File: src/rtl/xt_btb.sv
module xt_btb #(
  parameter int ENTRIES = 16,
  parameter int PC_W    = 32,
  parameter int TAG_W   = 10
) (
  input  logic            clk,
  input  logic            rst_n,
  input  logic            strict_en,
  input  logic            solo_en,
  input  logic [1:0]      th_priv,
  input  logic            bar_req,
  input  logic            bar_priv,
  input  logic [PC_W-1:0] t0_pc,
  output logic            t0_hit,
  output logic [PC_W-1:0] t0_tgt,
  input  logic [PC_W-1:0] t1_pc,
  output logic            t1_hit,
  output logic [PC_W-1:0] t1_tgt,
  input  logic            up_en,
  input  logic            up_tid,
  input  logic            up_priv,
  input  logic [PC_W-1:0] up_pc,
  input  logic [PC_W-1:0] up_tgt
);
  localparam int IDX_W  = $clog2(ENTRIES);
  localparam int IDX_LO = 2;
  localparam int TAG_LO = IDX_LO + IDX_W;

  logic [ENTRIES-1:0] vld_q, own_q, krn_q;
  logic [TAG_W-1:0]   tag_q [ENTRIES];
  logic [PC_W-1:0]    tgt_q [ENTRIES];
  logic [1:0]         prv_q;

  logic xfer_flush, quiet;
  assign xfer_flush = strict_en & |(th_priv & ~prv_q);
  assign quiet      = xfer_flush | bar_req;

  logic [IDX_W-1:0] up_idx;
  assign up_idx = up_pc[TAG_LO-1:IDX_LO];

  logic [PC_W-1:0]  lk_pc  [2];
  logic [IDX_W-1:0] lk_idx [2];
  logic [1:0]       lk_hit;
  logic [PC_W-1:0]  lk_tgt [2];

  assign lk_pc[0] = t0_pc;
  assign lk_pc[1] = t1_pc;

  for (genvar g = 0; g < 2; g++) begin : g_lk
    logic match, sib_block, usr_block;
    assign lk_idx[g]  = lk_pc[g][TAG_LO-1:IDX_LO];
    assign match      = vld_q[lk_idx[g]] &&
                        (tag_q[lk_idx[g]] == lk_pc[g][TAG_LO+TAG_W-1:TAG_LO]);
    assign sib_block  = (strict_en | solo_en) && (own_q[lk_idx[g]] != 1'(g));
    assign usr_block  = strict_en && th_priv[g] && !krn_q[lk_idx[g]];
    assign lk_hit[g]  = match & ~sib_block & ~usr_block & ~quiet;
    assign lk_tgt[g]  = lk_hit[g] ? tgt_q[lk_idx[g]] : '0;
  end

  assign t0_hit = lk_hit[0];
  assign t1_hit = lk_hit[1];
  assign t0_tgt = lk_tgt[0];
  assign t1_tgt = lk_tgt[1];

  always_ff @(posedge clk) begin
    if (!rst_n) begin
      vld_q <= '0;
      own_q <= '0;
      krn_q <= '0;
      prv_q <= '0;
    end else begin
      prv_q <= th_priv;
      if (xfer_flush) begin
        vld_q <= '0;
      end else if (bar_req) begin
        for (int i = 0; i < ENTRIES; i++)
          if (krn_q[i] == bar_priv) vld_q[i] <= 1'b0;
      end else if (up_en) begin
        vld_q[up_idx] <= 1'b1;
        own_q[up_idx] <= up_tid;
        krn_q[up_idx] <= up_priv;
      end
    end
  end

  always_ff @(posedge clk) begin
    if (up_en && !quiet) begin
      tag_q[up_idx] <= up_pc[TAG_LO+TAG_W-1:TAG_LO];
      tgt_q[up_idx] <= up_tgt;
    end
  end

  AST_XFER_CLEARS: assert property (@(posedge clk) disable iff (!rst_n)
    xfer_flush |=> (vld_q == '0));
  AST_BAR_CLEARS: assert property (@(posedge clk) disable iff (!rst_n)
    (bar_req && !xfer_flush) |=> ((vld_q & ($past(bar_priv) ? krn_q : ~krn_q)) == '0));
  AST_UPD_LANDS: assert property (@(posedge clk) disable iff (!rst_n)
    (up_en && !quiet) |=> vld_q[$past(up_idx)]);
  AST_T0_NO_SIB: assert property (@(posedge clk) disable iff (!rst_n)
    ((strict_en || solo_en) && t0_hit) |-> !own_q[lk_idx[0]]);
  AST_T1_NO_SIB: assert property (@(posedge clk) disable iff (!rst_n)
    ((strict_en || solo_en) && t1_hit) |-> own_q[lk_idx[1]]);
  AST_KRN_NO_USR: assert property (@(posedge clk) disable iff (!rst_n)
    (strict_en && th_priv[0] && t0_hit) |-> krn_q[lk_idx[0]]);
  AST_QUIET_CYCLE: assert property (@(posedge clk) disable iff (!rst_n)
    $rose(bar_req) |-> (!t0_hit && !t1_hit));
endmodule

File: config.mk
export PLATFORM = sky130hd
export DESIGN_NAME = xt_btb
export DESIGN_NICKNAME = d
export VERILOG_FILES = /design/src/rtl/xt_btb.sv
export SDC_FILE = /design/constraint.sdc
export NUM_CORES = 1
export LEC_CHECK = 0
export BUFFER_PORTS_ARGS = -buffer_cell sky130_fd_sc_hd__buf_2
export CAP_MARGIN = 40
export CORE_ASPECT_RATIO = 2
export CORE_UTILIZATION = 41
export DETAILED_ROUTE_END_ITERATION = 8
export GPL_TIMING_DRIVEN = 0
export PLACE_DENSITY = 0.54
export SYNTH_ARGS = -nofsm -noshare
export SYNTH_HDL_FRONTEND = slang
export SYNTH_SLANG_ARGS = --single-unit
File: constraint.sdc
create_clock -name clk -period 10 [get_ports clk]
set_input_delay 1.5 -clock clk [delete_from_list [all_inputs] [get_ports clk]]
set_output_delay 1.5 -clock clk [all_outputs]
set_load 0.01 [all_outputs]
==> results.sh <==
export IMPL_holdPathStages=2
export IMPL_max_cap_violations=0
export IMPL_fin_crit_ps=7720
export IMPL_grt_max_degree=36
export IMPL_area_growth_pct=14.9
export IMPL_finClkSkew_ps=13.1
export IMPL_setup_viol=0
export IMPL_maxSlewHeadroom=0.380
export IMPL_synth_area_leaders="edfxtp_1, mux4_2, dfxtp_1"
export IMPL_numPortBuffers=143
export IMPL_leakagePower_nw=12.8
export IMPL_ant_nets=0
export IMPL_final_setup_tns_ps=0
export IMPL_place_area_sq_um=38000
export IMPL_drt_initial_drc_count=1892
export IMPL_path_cells="buf_2 > buf_2 > buf_4 > buf_2 > buf_2 > mux2i_1 > mux2i_1 > xnor2_1 > nand4_1 > buf_2 > nor4b_1 > buf_2"
export IMPL_yosysSeqAreaShare=0.606
export IMPL_cts_tree="built"
export IMPL_grt_pass1_vias=22152
export IMPL_coreArea_sq_um=84500
export IMPL_fmax_mhz=129
export IMPL_vias_per_cell=6.46
export IMPL_drc=0
export IMPL_grt_first_pass_wirelength_microns=166000
export IMPL_ir_drop_uv=119
export IMPL_drv_slew=0
export IMPL_syn_nets=1916
export IMPL_crit_top_cell="buf_2"
export IMPL_yosysWarnings=0
export IMPL_power_mw=6.62
export IMPL_hold_violations=0
export IMPL_gp_congestion=0.890
export IMPL_rows=151
export IMPL_nFillCells=7071
export IMPL_start_util=0.414
export IMPL_worstSetupStartpointType="input pin"
export IMPL_grtUsageTotal=0.279
export IMPL_stdcell_area_sq_um=40200
export IMPL_crit_type="in -> out"
export IMPL_finalCritPeriodShare=0.772
export IMPL_hold_slack_ps=481
export IMPL_nNetsFinal=2186
export IMPL_crit_required_ps=8500
export IMPL_slowest_delay_ps=810
export IMPL_routed_wirelength_microns=119000
export IMPL_dpl_hpwl_microns=82200
export IMPL_io_pins=205
export IMPL_async_flop_share=0
export IMPL_overflow=0
export IMPL_synth_top_area_frac=0.578
export IMPL_cp_max_fo=10
export IMPL_avgSynthCellArea_sq_um=19.7
export IMPL_postCtsResizedCells=0
export IMPL_root_buffer="clkbuf_16"
export IMPL_status="completed"
export IMPL_cts_hold_buffers=0
export IMPL_drive_gt1_frac=0.408
export IMPL_synth_seq_cells=722
export IMPL_cts_buffers=69
export IMPL_r2r_cells=9
export IMPL_cp_end_kind="primary output"
export IMPL_fp_dieH_microns=415
export IMPL_cp_num_cells=12
export IMPL_rsz0062_at_grt="no"
export IMPL_pwr_density_cell_nw_per_um2=165
export IMPL_dieWidth_microns=208
export IMPL_hp_class="reg -> reg"
export IMPL_insertion_delay_ps=640
export IMPL_syn_inst=1777
export IMPL_path_buf_inv=7
export IMPL_wl_per_cell_microns=37.5
export IMPL_synth_cell_types=66
export IMPL_die_area_sq_um=86500
export IMPL_vias=20503
export IMPL_yosysTopAreaCell="edfxtp_1"
export IMPL_utilization=0.475
export IMPL_clock_sinks=722
export IMPL_slowest_stage="nor4b_1"
export IMPL_mostFrequentLayoutCells="edfxtp_1, mux4_2, buf_2, clkbuf_1, clkbuf_16"
export IMPL_path_delay_family="buffers and inverters"
export IMPL_clkTransAtPathRegs_ps=60
export IMPL_antenna_found_initial=7
export IMPL_synth_edf_count=672
export IMPL_firstDrtPassIters=5
export IMPL_synthFlopType="edfxtp_1"
export IMPL_ctsHtreeMaxLevel=3
export IMPL_max_slew_worst_pin_slew_ps=918
export IMPL_critPathArrivalTime_ps=6220
export IMPL_critPathLaunch="t0_pc[4]"
export IMPL_ctsLongestPathBuffers=3
export IMPL_final_common_cell="edfxtp_1"
export IMPL_netlist_area_sq_um=34900
export IMPL_post_cts_setup_buffers=0
export IMPL_rr_startpoint="prv_q[1]"
export IMPL_min_delay_start="own_q[10]"
report_power, final:
part / internal, mW / leakage (nW) / switching, mW
clock: 1.48 / 1.06 / 1.16
combinational: 0.261 / 5.28 / 0.388
sequential: 3.31 / 6.45 / 0.00727
layer usage:
metal | global-route usage | vias to the layer above | routed length [microns]
li1 | - | 8270 | -
met1 | 0.304 | 11040 | 40600
met2 | 0.513 | 902 | 65100
met3 | 0.0426 | 283 | 6410
met4 | 0.154 | 8 | 6720
met5 | 0 | - | 54
cell type report:
class / instances / area, sq um / share of cell area
buffer: 157 / 813 / 0.0203
clock buffer: 88 / 1880 / 0.0469
timing repair buffer: 199 / 1630 / 0.0407
sequential: 722 / 21200 / 0.527
antenna: 6 / 15.0 / 0.000374
clock inverter: 31 / 299 / 0.00745
multi-input combinational: 878 / 12900 / 0.321
inverter: 20 / 105 / 0.00262
tap: 1071 / 1340 / 0.0334
worst register-to-register path, stage by stage, from the launching register on:
cell      delay (ps)
dfxtp_1          310
nor2b_1           40
o21ai_1          660
and3_1           250
clkbuf_1         370
and2_1           200
clkbuf_4         500
buf_12           310
mux2i_1          260
nor2b_1           60
sequential cells by signal, summed over array words and instances (netlist names):
register  cells
tgt_q       512
tag_q       160
krn_q        16
own_q        16
vld_q        16
prv_q         2
logic make-up (layout without fill, tap and decap cells):
| logic type | count (synthesis) | after routing | share of synthesized area |
|---|---|---|---|
| compound gates | 107 | 107 | 0.0231 |
| simple gates | 257 | 257 | 0.0516 |
| mux | 485 | 485 | 0.286 |
| xor+xnor | 29 | 29 | 0.00770 |
| buf+inv | 177 | 495 | 0.0250 |
| flops | 722 | 722 | 0.606 |
| other cells | 0 | 6 | 0 |
Yosys cell counts, drive strengths merged, types with 4 or more instances:
| master | number |
|---|---|
| edfxtp | 672 |
| mux4 | 408 |
| buf | 93 |
| mux2i | 65 |
| clkbuf | 64 |
| dfxtp | 50 |
| nand2 | 49 |
| nand4 | 37 |
| nor4 | 35 |
| nor4b | 32 |
| nand3 | 31 |
| a21boi | 26 |
| xnor2 | 26 |
| nor2b | 18 |
| a211oi | 17 |
| inv | 16 |
| a21oi | 13 |
| mux2 | 12 |
| nor2 | 11 |
| and2 | 10 |
| a221oi | 9 |
| nor3 | 8 |
| and3 | 7 |
| a22oi | 6 |
| o21ai | 5 |
| a31oi | 4 |
| clkinv | 4 |
| nand2b | 4 |
| o211ai | 4 |
| o22ai | 4 |
stage by stage:
stage	setup slack, ps	std cells
after floorplan	4540	1777
after global placement	1900	2991
after detailed placement	2340	3047
after CTS	2330	3166
after global routing	2170	3167
final	2280	3172
worst paths after layout:
kind,slack [ps],to
max reg2reg,6920,krn_q[15]
min,480,own_q[10]
min reg2reg,480,own_q[10]
max,2280,t0_tgt[2]
Note: power is estimated with default switching activity, not from simulation.
